`config.mk`:
```
export PLATFORM = sky130hd
export DESIGN_NAME = serial_slot_fmt
export DESIGN_NICKNAME = d
export VERILOG_FILES = /design/src/rtl/fmt_pkg.sv /design/src/rtl/slot_seq.sv /design/src/rtl/ser_merge.sv /design/src/rtl/serial_slot_fmt.sv
export SDC_FILE = /design/constraint.sdc
export NUM_CORES = 1
export LEC_CHECK = 0
export BUFFER_PORTS_ARGS = -buffer_cell sky130_fd_sc_hd__buf_4
export CORE_AREA = 2 2 151 153
export CTS_CLUSTER_SIZE = 40
export DETAILED_ROUTE_END_ITERATION = 10
export DIE_AREA = 0 0 153 155
export GPL_TIMING_DRIVEN = 0
export PLACE_DENSITY = 0.77
export SLEW_MARGIN = 20
export SYNTH_ARGS = -nofsm -noshare
export SYNTH_HDL_FRONTEND = slang
export SYNTH_SLANG_ARGS = --single-unit
```
`constraint.sdc`:
```
create_clock -name clk -period 4.2 [get_ports clk]
set_input_delay 0.21 -clock clk [delete_from_list [all_inputs] [get_ports clk]]
set_output_delay 0.21 -clock clk [all_outputs]
set_load 0.005 [all_outputs]
```
`src/rtl/fmt_pkg.sv`:
```
package fmt_pkg;

    localparam int SLOTS  = 7;
    localparam int DESC_W = 8;
    localparam int DLY_W  = 12;

    typedef enum logic [2:0] {
        KIND_ZERO = 3'd0,
        KIND_I    = 3'd1,
        KIND_Q    = 3'd2
    } slot_kind_e;

    typedef struct packed {
        logic       sync_en;
        logic [3:0] len_code;
        logic [2:0] kind;
    } slot_desc_t;

    typedef enum logic [1:0] {
        SYNC_ON_FIRST  = 2'd0,
        SYNC_BEFORE    = 2'd1,
        SYNC_ON_LAST   = 2'd2,
        SYNC_AFTER     = 2'd3
    } sync_place_e;

    // Slot length in bits from the length code, clamped to the word width.
    function automatic int unsigned slot_len(input logic [3:0] code,
                                             input int unsigned maxlen);
        int unsigned n;
        if (code < 4'd2) n = 32'd4;
        else             n = (32'(code) << 2) - 32'd4;
        if (n > maxlen)  n = maxlen;
        return n;
    endfunction

endpackage

```
`src/rtl/slot_seq.sv`:
```
module slot_seq
    import fmt_pkg::*;
#(
    parameter int DW = 32
) (
    input  logic                      clk,
    input  logic                      rst,
    input  logic                      frame_start,
    input  logic [DW-1:0]             i_word,
    input  logic [DW-1:0]             q_word,
    input  logic [SLOTS*DESC_W-1:0]   descs,
    input  logic [DLY_W-1:0]          delay,
    input  logic [1:0]                sync_pos,
    output logic                      bit_out,
    output logic                      sync_out
);

    localparam int BW = $clog2(DW + 1);
    localparam int SW = $clog2(SLOTS + 1);

    slot_desc_t tbl [0:SLOTS+1];

    for (genvar g = 0; g < SLOTS + 2; g++) begin : g_tbl
        if (g < SLOTS) begin : g_used
            assign tbl[g] = slot_desc_t'(descs[g*DESC_W +: DESC_W]);
        end else begin : g_pad
            assign tbl[g] = '0;
        end
    end

    logic              active;
    logic [DLY_W-1:0]  dly_cnt;
    logic [SW-1:0]     slot;
    logic [BW-1:0]     bit_idx;
    logic [DW-1:0]     i_lat, q_lat;
    logic              late_sync;

    slot_desc_t        cur, nxt;
    logic [BW-1:0]     cur_len;
    logic              in_slot, last_bit;
    logic [DW-1:0]     word, shf;
    logic [SW:0]       nxt_idx;

    assign nxt_idx  = {1'b0, slot} + 1'b1;
    assign cur      = tbl[slot];
    assign nxt      = tbl[nxt_idx];
    assign cur_len  = BW'(slot_len(cur.len_code, DW));
    assign in_slot  = active && (dly_cnt == '0) && (cur != '0);
    assign last_bit = in_slot && (bit_idx == cur_len - 1'b1);

    always_comb begin
        case (slot_kind_e'(cur.kind))
            KIND_I:  word = i_lat;
            KIND_Q:  word = q_lat;
            default: word = '0;
        endcase
    end

    assign shf     = word << bit_idx;
    assign bit_out = in_slot & shf[DW-1];

    always_ff @(posedge clk) begin
        if (rst) begin
            active    <= 1'b0;
            dly_cnt   <= '0;
            slot      <= '0;
            bit_idx   <= '0;
            i_lat     <= '0;
            q_lat     <= '0;
            late_sync <= 1'b0;
        end else begin
            late_sync <= last_bit && cur.sync_en;
            if (frame_start) begin
                active  <= 1'b1;
                dly_cnt <= delay;
                slot    <= '0;
                bit_idx <= '0;
                i_lat   <= i_word;
                q_lat   <= q_word;
            end else if (active) begin
                if (dly_cnt != '0) begin
                    dly_cnt <= dly_cnt - 1'b1;
                end else if (cur == '0) begin
                    active <= 1'b0;
                end else if (last_bit) begin
                    bit_idx <= '0;
                    slot    <= slot + 1'b1;
                    if (nxt == '0) active <= 1'b0;
                end else begin
                    bit_idx <= bit_idx + 1'b1;
                end
            end
        end
    end

    always_comb begin
        case (sync_place_e'(sync_pos))
            SYNC_ON_FIRST: sync_out = in_slot && (bit_idx == '0) && cur.sync_en;
            SYNC_BEFORE:   sync_out = (active && (dly_cnt == DLY_W'(1)) && (cur != '0) && cur.sync_en)
                                   || (last_bit && (nxt != '0) && nxt.sync_en);
            SYNC_ON_LAST:  sync_out = last_bit && cur.sync_en;
            default:       sync_out = late_sync;
        endcase
    end

    // reset leaves the channel idle
    assert_reset_idle_R1: assert property (@(posedge clk) rst |=> !active && !late_sync);

    // bit counter stays inside the decoded slot length
    assert_bit_in_range_R2: assert property (@(posedge clk) disable iff (rst)
        in_slot |-> (bit_idx < cur_len));

    // delay counts down one per clock
    assert_delay_count_R4: assert property (@(posedge clk) disable iff (rst)
        (active && (dly_cnt != '0) && !frame_start) |=> (dly_cnt == $past(dly_cnt) - 1'b1));

    // a zero descriptor closes the frame
    assert_end_on_zero_R6: assert property (@(posedge clk) disable iff (rst)
        (active && (dly_cnt == '0) && (cur == '0) && !frame_start) |=> !active);

    // sync pulses of one channel never run two cycles
    assert_sync_single_R8: assert property (@(posedge clk) disable iff (rst)
        (sync_out && !frame_start) |=> !sync_out);

    // captured words hold for the whole frame
    assert_latch_hold_R9: assert property (@(posedge clk) disable iff (rst)
        (active && !frame_start) |=> ($stable(i_lat) && $stable(q_lat)));

endmodule

```
`src/rtl/ser_merge.sv`:
```
module ser_merge #(
    parameter int NCH = 2
) (
    input  logic [NCH-1:0] ch_bits,
    input  logic [NCH-1:0] ch_syncs,
    input  logic [NCH-1:0] enables,
    output logic           line_data,
    output logic           line_sync
);

    assign line_data = |(ch_bits  & enables);
    assign line_sync = |(ch_syncs & enables);

endmodule

```
`src/rtl/serial_slot_fmt.sv`:
```
module serial_slot_fmt
    import fmt_pkg::*;
#(
    parameter int NCH = 2,
    parameter int DW  = 32
) (
    input  logic                 clk,
    input  logic                 rst,
    input  logic                 frame_start,
    input  logic [NCH*DW-1:0]    i_data,
    input  logic [NCH*DW-1:0]    q_data,
    input  logic [NCH*32-1:0]    slot_cfg_lo,
    input  logic [NCH*24-1:0]    slot_cfg_hi,
    input  logic [NCH*12-1:0]    start_delay,
    input  logic [NCH*2-1:0]     sync_place,
    input  logic [NCH-1:0]       route_en,
    output logic                 ser_data,
    output logic                 ser_sync
);

    localparam int DESCS_W = SLOTS * DESC_W;

    logic [NCH-1:0] ch_bits;
    logic [NCH-1:0] ch_syncs;

    for (genvar c = 0; c < NCH; c++) begin : g_ch
        logic [DESCS_W-1:0] descs;
        assign descs = {slot_cfg_hi[c*24 +: 24], slot_cfg_lo[c*32 +: 32]};

        slot_seq #(.DW(DW)) i_seq (
            .clk         (clk),
            .rst         (rst),
            .frame_start (frame_start),
            .i_word      (i_data[c*DW +: DW]),
            .q_word      (q_data[c*DW +: DW]),
            .descs       (descs),
            .delay       (start_delay[c*DLY_W +: DLY_W]),
            .sync_pos    (sync_place[c*2 +: 2]),
            .bit_out     (ch_bits[c]),
            .sync_out    (ch_syncs[c])
        );
    end

    ser_merge #(.NCH(NCH)) i_merge (
        .ch_bits   (ch_bits),
        .ch_syncs  (ch_syncs),
        .enables   (route_en),
        .line_data (ser_data),
        .line_sync (ser_sync)
    );

    // with no channel routed the shared line stays quiet
    assert_route_off_R10: assert property (@(posedge clk) disable iff (rst)
        (route_en == '0) |-> (!ser_data && !ser_sync));

endmodule

```
* Word level (Yosys, flattened, before mapping) *
Index checks and enable logic that the tools add are counted.

storage, ports and cells
  memories = 0
  flip-flop bits (word level) = 174
  word-level logic and storage cells = 153
  output and inout bits = 2
  bits in latches = 0
  ROM bits = 0
  input bits = 273
  RAM bits = 0

cells by class
  $lt $le $gt $ge = 8
  bitwise gates (word level) = 12
  equal/unequal tests = 12
  shift operators = 2
  multiplexer cells = 40
  add/subtract/negate cells = 12
  $mul = 0
  reduce and logical (&&, ||, !) cells = 53
  div/mod/pow operators = 0

operator list
  cell                                                            count
  binary-select mux 8 bit (select 4 bit)                          4
  one-hot mux 32 bit (2 select lines)                             2
  2-to-1 mux 12 bit                                               6
  greater-than comparator 32 x 6 -> 1 bit, second input constant  2
  2-to-1 mux 32 bit                                               2
  2-to-1 mux 8 bit                                                8
  left shift 32 x 6 -> 32 bit                                     2
  logical NOT 8 bit                                               4
  nonzero test 8 bit                                              4
  equality test 12 x 1 -> 1 bit, second input constant            2
  logical NOT 12 bit                                              2
  2-to-1 mux 6 bit                                                4
  nonzero test 12 bit                                             2
  subtractor 12 x 1 -> 12 bit, second input constant              2
  logical AND 1 bit                                               22
  subtractor 6 x 3 -> 7 bit, second input constant                2
  adder 6 x 1 -> 6 bit, second input constant                     2
  equality test 6 bit                                             2
  logical NOT 6 bit                                               2
  2-to-1 mux 1 bit                                                12
  subtractor 6 x 1 -> 6 bit, second input constant                2
  >= comparator 4 x 5 -> 1 bit, second input constant             2
  >= comparator 5 bit, second input constant                      2
  NOT 4 -> 5 bit                                                  2
  other kinds (19)                                                43

* Longest topological paths before layout *
Gate-level depths: netlist (run 1).

  depth after elaboration = 17
  mapped depth = 18
  gate-level depth less buffers = 15

* Hierarchy *
From an unflattened synthesis (run 1), not the netlist that was laid out.

second synthesis, totals
  cells, all modules = 1238
  area total of the unflattened synthesis = 10707.8 sq um

modules (own cells, without submodules)
  module     instances  area each (sq um)  cells an instance  sequential area each (sq um)
  slot_seq   2          5345.1             618                1741.7
  ser_merge  1          17.5               2                  0.0

* Worst setup path before layout (run 1) *
OpenSTA, ideal clock, no wires.

  path type = flip-flop to flip-flop
  from = register g_ch[0].i_seq.slot[2]
  to = register g_ch[0].i_seq.slot[2]
  library setup time = 0.071 ns
  stages on the path, launching flop included = 17
  arrival time = 3.829 ns
  clock period less this slack = 3.899 ns
  buffers on the path = 3
  slack = 0.301 ns
  data required time = 4.129 ns
  cells stage by stage = dfxtp_1 -> buf_2 -> buf_2 -> mux2_2 -> mux4_2 -> clkinv_1 -> ha_1 -> clkbuf_1 -> a211oi_1 -> a21oi_1 -> ha_1 -> xor2_1 -> or3b_1 -> a21boi_1 -> o2111ai_1 -> or3_1 -> a21oi_1

on the way
  longest elaborated chain between the ends = 12
  elaborated cells on any way between the ends = 18
  classes of those cells = add/sub: 3; order compare: 2; eq/ne: 1; mux: 5; bitwise: 2; reduce/logical: 5

ends and longest elaborated chain
  element                                                                          line                          source
  from (decl)                                                                      slot_seq.sv:33                logic [SW-1:0] slot;
  from (signal assigned)                                                           slot_seq.sv:87                slot <= slot + 1'b1;
  NOT 3 -> 4 bit (implied by the code)                                             slot_seq.sv:45                assign cur = tbl[slot];
  binary-select mux 8 bit (select 4 bit)                                           slot_seq.sv:45
  2-to-1 mux 8 bit (implied by the code) (2 in a row)                              slot_seq.sv:45
  subtractor 6 x 3 -> 7 bit / < comparator 4 x 2 -> 1 bit (equally long branches)  fmt_pkg.sv:31, fmt_pkg.sv:30
  2-to-1 mux 32 bit                                                                fmt_pkg.sv:30                 if (code < 4'd2) n = 32'd4;
  greater-than comparator 32 x 6 -> 1 bit                                          fmt_pkg.sv:32                 if (n > maxlen) n = maxlen;
  2-to-1 mux 6 bit                                                                 fmt_pkg.sv:32
  subtractor 6 x 1 -> 6 bit                                                        slot_seq.sv:49                assign last_bit = in_slot && (bit_idx == cur_len - 1'b1);
  equality test 6 bit                                                              slot_seq.sv:49
  logical AND 1 bit                                                                slot_seq.sv:49
  AND reduction 4 bit (no line)                                                    --

Several ways; a longest one is shown, not always the timed one. The select of a mux whose other input is x is not followed.
A chain may end at the register's enable or synchronous reset.

* Final worst setup path (run 1) *
  from = register g_ch[1].i_seq.slot[1]
  to = output ser_sync

on the way
  longest elaborated chain between the ends = 17
  elaborated cells on any way between the ends = 31
  classes of those cells = add/sub: 3; order compare: 2; eq/ne: 1; mux: 9; bitwise: 3; reduce/logical: 13

ends and longest elaborated chain
  element                                                                          line                          source
  from (decl)                                                                      slot_seq.sv:33
  from (signal assigned)                                                           slot_seq.sv:87
  NOT 3 -> 4 bit (implied by the code)                                             slot_seq.sv:45
  binary-select mux 8 bit (select 4 bit)                                           slot_seq.sv:45
  2-to-1 mux 8 bit (implied by the code) (2 in a row)                              slot_seq.sv:45
  subtractor 6 x 3 -> 7 bit / < comparator 4 x 2 -> 1 bit (equally long branches)  fmt_pkg.sv:31, fmt_pkg.sv:30
  2-to-1 mux 32 bit                                                                fmt_pkg.sv:30
  greater-than comparator 32 x 6 -> 1 bit                                          fmt_pkg.sv:32
  2-to-1 mux 6 bit                                                                 fmt_pkg.sv:32
  subtractor 6 x 1 -> 6 bit                                                        slot_seq.sv:49
  equality test 6 bit                                                              slot_seq.sv:49
  logical AND 1 bit                                                                slot_seq.sv:49
  logical AND 1 bit (2 in a row)                                                   slot_seq.sv:100               || (last_bit && (nxt != '0) && nxt.sync_en);
  logical OR 1 bit                                                                 slot_seq.sv:100
  one-hot mux 1 bit (3 select lines) (*)                                           slot_seq.sv:97                case (sync_place_e'(sync_pos))
  AND 2 bit (*)                                                                    ser_merge.sv:12               assign line_sync = |(ch_syncs & enables);
  OR reduction 2 bit (*)                                                           ser_merge.sv:12
  to (decl)                                                                        serial_slot_fmt.sv:18         output logic ser_sync

Every way passes the cells marked *; elsewhere a longest branch is shown, timed or not. The select of a mux whose other input is x is not followed.

==> results.yml, run 1 <==
clock_tree:
  cts.htree.levels: 4
  numCtsBuffers: 17
  cts_sinks: 174
  clk_pin_slew_ps: 70
  cts_root_buf: "clkbuf_16"
  cts_tree: "done"
  clockBufferDepth: 2
  cts_hold_buf: 0
  clk_latency_ps: 430
routing:
  via_count: 11251
  drc: 0
  drt_iter0_drc: 971
  routedWlPerCell_um: 20.30
  vias_per_cell: 6.098
  ant_nets: 0
  drt_wl_total_um: 37450
  firstDrtPassIters: 8
power_and_ir_drop:
  p_leak_nw: 5.991
  ir_drop_mv: 0.2414
  cellPowerDensity_nw_per_um2: 310.9
sta:
  fin_crit_sh_pct: 98.28
  finalHoldViolCount: 0
  worst_slew_pin_slew_ps: 887.5
  fin_crit_ps: 4128
  finClkSkew_ps: 8.491
  setup_violations: 0
  fmax_mhz: 242.3
  slew_headroom_pct: 40.56
  drv_slew: 0
grt:
  gr-usage-all-layers_pct: 30.12
  antenna_found_initial: 3
  grt_pass1_vias: 10727
  overflow: 0
  grt_max_degree: 17
  grt_pass1_wl_um: 57840
status:
  status: "complete, no violations"
yosys:
  synth-async-reset-ratio_pct: 0
  synth.most_common_cell: "nor2_1"
  ys_seq_area_share_pct: 32.63
  synth_edf_count: 0
  synth_top_area_share_pct: 32.63
  synth_seq_cells: 174
  syn_area_per_cell_um2: 8.665
  netlist_area_um2: 10680
  synth_fp_nets: 1519
  yosys.cell_types.count: 88
  yosysWarnings: 0
  synth_ff_type: "dfxtp_1"
  synth_area_leader_cell: "dfxtp_1"
  synth_common_cells: "nor2_1 (220), dfxtp_1 (174), mux2i_1 (165), a21oi_1 (66), clkbuf_1 (59)"
  syn_inst: 1232
  synthTopCellsByArea: "dfxtp_1 (33%), mux2i_1 (15%), nor2_1 (7.7%), mux4_2 (3.6%), a21oi_1 (3.1%)"
placed_design:
  placement.cell_area_um2: 13080
  dp.cells: 1790
  hpwl_um: 28140
  place.gp.congestion: 0.9409
  port-buffer-count: 273
layout:
  syn_to_final_growth_pct: 33.10
  postLayoutCoreUtil_pct: 63.92
  num-nets-final: 1833
  fin_area_um2: 14210
  drive_gt1_share_pct: 28.31
  final_cells: 1845
job:
  maxCapViolCount: 0
floorplan:
  die_height_um: 155
  die_area_um2: 23720
  pin_count: 275
  start_util_pct: 48.03
  core.rowCount: 55
  die_w_um: 153
  core_area_um2: 22230
critical_path:
  crit_chain: "buf_12, buf_12, mux2i_1, o211ai_1, nand2_2, ha_4, or2_4, a21oi_2, o21bai_1, ha_1, xor2_1, nand2_1, mux2i_2, nand3_1, nor4b_2, nor3_2, o22ai_4, buf_6"
  critPathMaxFanout: 5
  end_kind: "primary output"
  cp.required_ps: 3990
  critPathTopFamily: "simple AND/OR/NAND/NOR gates"
  criticalPathCategory: "reg2out"
  startpoint_type: "flip-flop"
  cp.buffers_inverters: 3
  crit_path_top_delay_cell: "dfxtp_4"
  cpPeakStageDelay_ps: 370
  path_common_cell: "buf_12"
  worstPathArrival_ps: 3920
min_path:
  hp-class: "in2reg"
## power breakdown
part | internal (mW) | switching, mW | leakage [nW]
sequential | 1.74 | 0.0674 | 1.44
combinational | 0.402 | 0.395 | 4.23
clock | 1.09 | 0.722 | 0.326
total | 3.23 | 1.18 | 5.99
## routing by layer
layer	share of wire (%)	global-route usage [%]
met3	8.1	5.209
met4	2.8	9.347
met1	42	40.33
met2	47	49.93
met5	0.029	0
## worst reg2reg max path, stage by stage (launching register included)
cell and delay (ps):
dfxtp_4 370, buf_12 140, buf_12 130, mux2i_1 120, o211ai_1 280, nand2_2 140
ha_4 200, or2_4 240, a21oi_2 120, o21bai_1 90, ha_1 300, xor2_1 170
nand2_1 100, mux2i_2 210, nand2_1 80, or4b_4 520, buf_6 160, or3_1 310
a21oi_1 160
## logic make-up after synthesis
family / count (synthesis) / synth area share, %
simple gates: 452 / 20.52
compound gates: 249 / 16.97
mux: 197 / 20.68
flops: 174 / 32.63
buf+inv: 110 / 4.536
xor+xnor: 36 / 3.024
fa+ha+maj: 14 / 1.641
## cell usage in the layout, fill, tap and decap left out, types with 10 or more instances in the layout
master / Yosys / routed
dfxtp_1: 174 / 171
mux2i_1: 165 / 163
o21ai_0: 20 / 19
buf_2: 14 / 10
xnor2_1: 22 / 21
buf_4: 4 / 297
a211oi_1: 15 / 14
nor4_1: 30 / 30
mux4_2: 17 / 17
inv_1: 19 / 18
ha_1: 14 / 11
nand3_1: 28 / 27
nand3b_1: 12 / 12
nand2_1: 47 / 46
nand4_1: 11 / 11
a21oi_1: 66 / 64
mux2_2: 14 / 13
a31oi_1: 16 / 16
a221o_1: 17 / 17
clkbuf_16: 0 / 20
xor2_1: 13 / 12
a221oi_1: 19 / 18
nor2_1: 220 / 220
clkbuf_1: 59 / 50
nor3_1: 22 / 21
nand2b_1: 10 / 10
and3_1: 14 / 14
## what timing repair did
item                                    4_1_cts  5_1_grt
resized for setup                            23       39
pin swaps                                     6       17
cloned                                        0        3
endpoints found under the setup margin        6        3
endpoints found under the hold margin         0        0
buffers inserted                              6       15
## per-stage QoR
stage / TNS, ps / hold slack [ps] / power (mW) / worst slack (ps)
after global routing: -77.75 / 11.65 / 4.564 / -77.75
final: 0 / 5.607 / 4.417 / 72.39
after CTS: 0 / 1.888 / 4.388 / 2.157
after global placement: -639.5 / 443.1 / 2.579 / -401.8
after floorplan: 0 / 352.7 / 2.236 / 301.0
after detailed placement: -881.4 / 449.9 / 2.594 / -432.6
## sequential cells by signal, summed over array words and instances, names as in the netlist
register / flops
g_ch.i_seq.i_lat: 64
g_ch.i_seq.q_lat: 64
g_ch.i_seq.dly_cnt: 24
g_ch.i_seq.bit_idx: 12
g_ch.i_seq.slot: 6
g_ch.i_seq.active: 2
g_ch.i_seq.late_sync: 2
## worst paths after layout
path	start	end	slack, ps	cells past startpoint
worst max-delay path	g_ch[1].i_seq.slot[1]$_SDFFE_PP0P_	ser_sync	70	18
worst min-delay path	q_data[44]	g_ch[1].i_seq.q_lat[12]$_SDFFE_PP0P_	6	3
worst max register to register	g_ch[1].i_seq.slot[1]$_SDFFE_PP0P_	g_ch[1].i_seq.slot[2]$_SDFFE_PP0P_	280	18
worst min register to register	g_ch[1].i_seq.i_lat[15]$_SDFFE_PP0P_	g_ch[1].i_seq.i_lat[15]$_SDFFE_PP0P_	500	2
## final cells by class
class	count	area, um2
clock inverters	13	225.2
inverters	22	88.84
repair buffers	297	2286
plain buffers	86	447.9
fillers	1934	8019
diodes	2	5.005
well taps	285	356.6
flip-flops and latches	174	3490
multi-input cells	948	6870
clock buffers	18	439.2
(Power assumes the default switching activity.)
==> run 2: changes to the inputs <==
==> constraint.sdc (replaced) <==
create_clock -name clk -period 4.2 [get_ports clk]
set_input_delay 1.26 -clock clk [delete_from_list [all_inputs] [get_ports clk]]
set_output_delay 1.26 -clock clk [all_outputs]
set_load 0.005 [all_outputs]
==> run 2 against run 1 <==
Effect of this change:
- the flow now finishes with violations (negative setup slack)
- worst hold slack improved by 490 ps
- highest routed layer is now met4
- first-iteration DRC count is 13% lower
- largest cell class unchanged
- sequential power about the same
==> results.yml, run 2 (synthesized netlist as in run 1, its figures left out) <==
critical_path:
  rr_endpoint: "g_ch[1].i_seq.slot[2]$_SDFFE_PP0P_"
  ff2ff_setup_slack_ps: 110
  cp.buffers_inverters: 3
  cp.required_ps: 2940
  timing.rr.start: "g_ch[1].i_seq.slot[1]$_SDFFE_PP0P_"
  startpoint_type: "input port"
  critPathTopFamily: "compound AO/OA/AOI/OAI gates"
  criticalPathCategory: "in2out"
  crit_chain: "buf_8, mux4_2, or2_4, o32ai_4, buf_6, a21o_1, a41o_1, or3b_4, a2111oi_4, o21ai_2, o32ai_2, buf_4"
  critPathMaxFanout: 5
  worstPathArrival_ps: 4170
  crit_path_top_delay_cell: "mux4_2"
  reg2reg_depth: 17
  end_kind: "primary output"
  cpPeakStageDelay_ps: 460
layout:
  nFillCells: 1876
  final_cells: 1844
  num-nets-final: 1833
  final_common_cell: "buf_4"
  fin_area_um2: 14170
  most-common-layout-cells: "buf_4 (289), nor2_1 (220), dfxtp_1 (174)"
  top_regs: "g_ch.i_seq.i_lat (64), g_ch.i_seq.q_lat (64), g_ch.i_seq.dly_cnt (24)"
  postLayoutCoreUtil_pct: 63.74
  syn_to_final_growth_pct: 32.71
  num_antenna_cells: 0
  drive_gt1_share_pct: 28.16
clock_tree:
  cts_sinks: 174
  cts_hold_buf: 0
  clk_latency_ps: 430
  cts.htree.levels: 4
  cts_root_buf: "clkbuf_16"
  clockBufferDepth: 2
  numCtsBuffers: 17
  cts_tree: "done"
  clk_pin_slew_ps: 70
routing:
  routedWlPerCell_um: 19.35
  ant_nets: 0
  drt_wl_total_um: 35680
  firstDrtPassIters: 5
  vias_per_cell: 5.962
  via_count: 10994
  drc: 0
  drt_iter0_drc: 840
min_path:
  min_from: "g_ch[1].i_seq.q_lat[20]$_SDFFE_PP0P_"
  hold_depth: 2
  hold_end: "g_ch[1].i_seq.q_lat[20]$_SDFFE_PP0P_"
  hp-class: "reg2reg"
power_and_ir_drop:
  p_leak_nw: 5.950
  ir_drop_mv: 0.2850
  cellPowerDensity_nw_per_um2: 298.8
  total_power_mw: 4.234
floorplan:
  start_util_pct: 48.03
  die_area_um2: 23720
  die_height_um: 155
  die_w_um: 153
  core_area_um2: 22230
  pin_count: 275
  core.rowCount: 55
sta:
  finalHoldViolCount: 0
  holdWs_ps: 492.4
  setup_violations: 2
  worst_slew_pin_slew_ps: 795.6
  fin_crit_ps: 5431
  slew_headroom_pct: 46.78
  fmax_mhz: 184.1
  setup-tns-final_ps: -2367
  rsz0062_at_grt: "yes"
  finalWorstSetupSlack_ps: -1231
  fin_crit_sh_pct: 129.3
  finClkSkew_ps: 7.443
  drv_slew: 0
status:
  violations: "negative setup slack"
  status: "finished, violations left"
grt:
  grt_pass1_wl_um: 55500
  overflow: 0
  gr-usage-all-layers_pct: 28.98
  grt_max_degree: 19
  grt_pass1_vias: 10558
  antenna_found_initial: 0
placed_design:
  hpwl_um: 27360
  dp.cells: 1790
  place_ws_ps: -1440
  place.gp.congestion: 0.9767
  placement.cell_area_um2: 13140
  port-buffer-count: 273
job:
  maxCapViolCount: 0
-- run 2: how the worst max path moves through the flow --
stage,endpoint,slack (ps),from,cells after the start
after floorplan,ser_sync,-850,slot_cfg_hi[11],13
after global placement,ser_data,-1440,slot_cfg_hi[17],12
after detailed placement,ser_data,-1440,slot_cfg_hi[17],12
after CTS,ser_data,-1280,slot_cfg_hi[17],12
after global routing,ser_data,-1360,slot_cfg_hi[17],14
final,ser_data,-1230,slot_cfg_hi[17],12
-- run 2: cell type report --
type / count / area [um2] / share of cell area (%)
Inverter: 22 / 87.58 / 0.6182
Tap cell: 285 / 356.6 / 2.517
Multi-Input combinational cell: 948 / 6945 / 49.02
Buffer: 85 / 395.4 / 2.791
Clock inverter: 14 / 172.7 / 1.219
Timing Repair Buffer: 298 / 2297 / 16.21
Sequential cell: 174 / 3483 / 24.59
Clock buffer: 18 / 429.2 / 3.029
-- run 2: worst min-delay path, delay by kind of cell, from the launching register on --
family | cells | cell delay, ps
simple gates | 1 | 70
mux | 1 | 60
flops | 1 | 330
-- run 2: what timing repair did --
item	4_1_cts	5_1_grt
endpoints found under the setup margin	3	5
gates cloned	0	0
gates resized for setup	39	19
pin swaps	11	19
buffers inserted	13	12
hold endpoints to repair	0	0
-- run 2: power breakdown --
| group | total [mW] | internal, mW | switching (mW) | leakage [nW] |
|---|---|---|---|---|
| logic | 0.809 | 0.419 | 0.391 | 4.23 |
| registers | 1.81 | 1.74 | 0.0665 | 1.43 |
| clock network | 1.61 | 0.854 | 0.760 | 0.290 |
-- run 2: per-layer routing --
layer	vias up	global-route usage, %	share of wire, %	wire (um)
met5	-	0	0	0
met4	0	10.32	2.8	1008
met3	62	5.181	7.4	2657
met2	540	50.25	49	17430
met1	5206	36.33	41	14570
li1	5186	-	-	-
==> run 3: changes to the inputs <==
--- a/config.mk
+++ b/config.mk
@@ -6,12 +6,12 @@
 export NUM_CORES = 1
 export LEC_CHECK = 0
 export BUFFER_PORTS_ARGS = -buffer_cell sky130_fd_sc_hd__buf_4
-export CORE_AREA = 2 2 151 153
+export CORE_AREA = 2 2 144 146
 export CTS_CLUSTER_SIZE = 40
 export DETAILED_ROUTE_END_ITERATION = 10
-export DIE_AREA = 0 0 153 155
+export DIE_AREA = 0 0 146 148
 export GPL_TIMING_DRIVEN = 0
-export PLACE_DENSITY = 0.77
+export PLACE_DENSITY = 0.8
 export SLEW_MARGIN = 20
 export SYNTH_ARGS = -nofsm -noshare
 export SYNTH_HDL_FRONTEND = slang
==> constraint.sdc (replaced) <==
create_clock -name clk -period 5.6 [get_ports clk]
set_input_delay 1.68 -clock clk [delete_from_list [all_inputs] [get_ports clk]]
set_output_delay 1.68 -clock clk [all_outputs]
set_load 0.005 [all_outputs]
==> run 3 against run 2 <==
Effect of this change:
- the flow still finishes with violations (negative setup slack)
- die area decreased by 8.9%
- setup slack improved by 540 ps
- worst hold slack got worse by 6.1 ps
- register-to-register slack improved by 1400 ps
- clock skew about the same
- routed wire length decreased by 2.1%
- total power decreased by 26%
- sequential share of layout area increased by 0.16 points
- clock-buffer cell count decreased by 1
==> results.yml, run 3 (synthesized netlist as in run 1, its figures left out) <==
layout:
  top_regs: "g_ch.i_seq.i_lat (64), g_ch.i_seq.q_lat (64), g_ch.i_seq.dly_cnt (24)"
  syn_to_final_growth_pct: 31.86
  most-common-layout-cells: "buf_4 (289), nor2_1 (220), dfxtp_1 (174)"
  drive_gt1_share_pct: 27.87
  num_antenna_cells: 0
  final_cells: 1827
  num-nets-final: 1832
  nFillCells: 1620
  final_common_cell: "buf_4"
routing:
  drc: 0
  vias_per_cell: 5.987
  firstDrtPassIters: 5
  routedWlPerCell_um: 19.12
  drt_iter0_drc: 866
  ant_nets: 0
  drt_wl_total_um: 34930
  via_count: 10938
job:
  maxCapViolCount: 0
grt:
  gr-usage-all-layers_pct: 31.32
  overflow: 0
  antenna_found_initial: 1
  grt_max_degree: 19
  grt_pass1_wl_um: 54720
  grt_pass1_vias: 10849
floorplan:
  start_util_pct: 53.27
  die_w_um: 146
  core.rowCount: 52
  die_height_um: 148
  core_area_um2: 20040
  die_area_um2: 21610
  pin_count: 275
critical_path:
  startpoint: "slot_cfg_lo[49]"
  timing.rr.start: "g_ch[1].i_seq.slot[1]$_SDFFE_PP0P_"
  criticalPathCategory: "in2out"
  crit_path_top_delay_cell: "a221oi_2"
  cp-endpoint: "ser_data"
  rr_endpoint: "g_ch[1].i_seq.slot[2]$_SDFFE_PP0P_"
  ff2ff_setup_slack_ps: 1480
  crit_chain: "buf_4, mux2i_1, a22oi_2, and2_1, and2_1, buf_2, a221o_1, a311oi_1, o211ai_1, a221oi_2, o32ai_2, buf_4"
  startpoint_type: "input port"
  critPathMaxFanout: 10
  end_kind: "primary output"
  cp.required_ps: 3920
  reg2reg_depth: 18
  worstPathArrival_ps: 4610
  cpPeakStageDelay_ps: 430
clock_tree:
  cts_hold_buf: 0
  clk_pin_slew_ps: 70
  cts_sinks: 174
  cts_tree: "done"
  clockBufferDepth: 2
  cts.htree.levels: 4
  cts_root_buf: "clkbuf_16"
  numCtsBuffers: 17
  clk_latency_ps: 430
placed_design:
  hpwl_um: 26490
  place.gp.congestion: 0.9647
  place_ws_ps: -808.9
  port-buffer-count: 273
  dp.cells: 1775
sta:
  fin_crit_sh_pct: 112.3
  fin_crit_ps: 6290
  worst_slew_pin_slew_ps: 811.2
  finClkSkew_ps: 7.173
  finalWorstSetupSlack_ps: -689.7
  rsz0062_at_grt: "yes"
  setup_violations: 2
  drv_slew: 0
  finalHoldViolCount: 0
  slew_headroom_pct: 45.74
  fmax_mhz: 159.0
power_and_ir_drop:
  cellPowerDensity_nw_per_um2: 221.9
  ir_drop_mv: 0.2352
  p_leak_nw: 5.934
status:
  violations: "negative setup slack"
  status: "finished, violations left"
min_path:
  hp-class: "reg2reg"
  hold_depth: 2
## run 3: cell type report
type	instances	area [um2]	share of cell area, %
plain buffers	86	402.9	2.862
well taps	270	337.8	2.400
multi-input cells	948	6930	49.24
flip-flops and latches	174	3483	24.75
clock inverters	14	145.1	1.031
inverters	22	87.58	0.6222
clock buffers	17	425.4	3.022
repair buffers	296	2263	16.08
## run 3: routing by layer
layer	track usage [%]	routed length, um	share of wire [%]	vias up
li1	-	-	-	5191
met1	37.66	13990	40	5074
met2	56.30	17270	49	599
met3	5.802	2763	7.9	74
met4	10.78	906	2.6	0
met5	0	0	0	-
## run 3: metrics by stage
step / total power [mW] / util, % / instance area (um2) / setup TNS, ps / hold WS, ps
finish: 3.123 / 70.24 / 14080 / -1286 / 486.4
global route: 3.238 / 70.24 / 14080 / -1422 / 515.1
CTS: 3.107 / 69.61 / 13950 / -1200 / 490.6
detailed placement: 1.941 / 65.35 / 13100 / -1613 / 474.1
global placement: 1.928 / 65.35 / 13100 / -1560 / 465.6
floorplan: 1.679 / - / 10710 / -388.1 / 450.9
## run 3: worst max-delay path, delay by kind of cell
| family | cells | cell delay [ps] |
|---|---|---|
| buf+inv | 3 | 490 |
| mux | 1 | 270 |
| compound gates | 6 | 1590 |
| simple gates | 2 | 570 |
## run 3: how the worst min path moves through the flow
stage / slack, ps / startpoint / endpoint
floorplan: 450 / g_ch[0].i_seq.i_lat[30]$_SDFFE_PP0P_ / g_ch[0].i_seq.i_lat[30]$_SDFFE_PP0P_
global placement: 470 / g_ch[1].i_seq.q_lat[21]$_SDFFE_PP0P_ / g_ch[1].i_seq.q_lat[21]$_SDFFE_PP0P_
detailed placement: 470 / g_ch[0].i_seq.i_lat[30]$_SDFFE_PP0P_ / g_ch[0].i_seq.i_lat[30]$_SDFFE_PP0P_
CTS: 490 / g_ch[0].i_seq.i_lat[30]$_SDFFE_PP0P_ / g_ch[0].i_seq.i_lat[30]$_SDFFE_PP0P_
global route: 520 / g_ch[0].i_seq.i_lat[30]$_SDFFE_PP0P_ / g_ch[0].i_seq.i_lat[30]$_SDFFE_PP0P_
finish: 490 / g_ch[0].i_seq.i_lat[30]$_SDFFE_PP0P_ / g_ch[0].i_seq.i_lat[30]$_SDFFE_PP0P_
## run 3: power breakdown
group          switching (mW)  internal [mW]  total [mW]  leakage [nW]
clock                   0.571          0.593        1.16         0.280
combinational           0.290          0.313       0.604          4.22
sequential             0.0484           1.31        1.36          1.43
## run 3: what timing repair did
action / CTS / global route
gates resized for setup: 36 / 13
pin swaps: 13 / 17
setup buffers: 15 / 8
endpoints found under the setup margin: 2 / 2
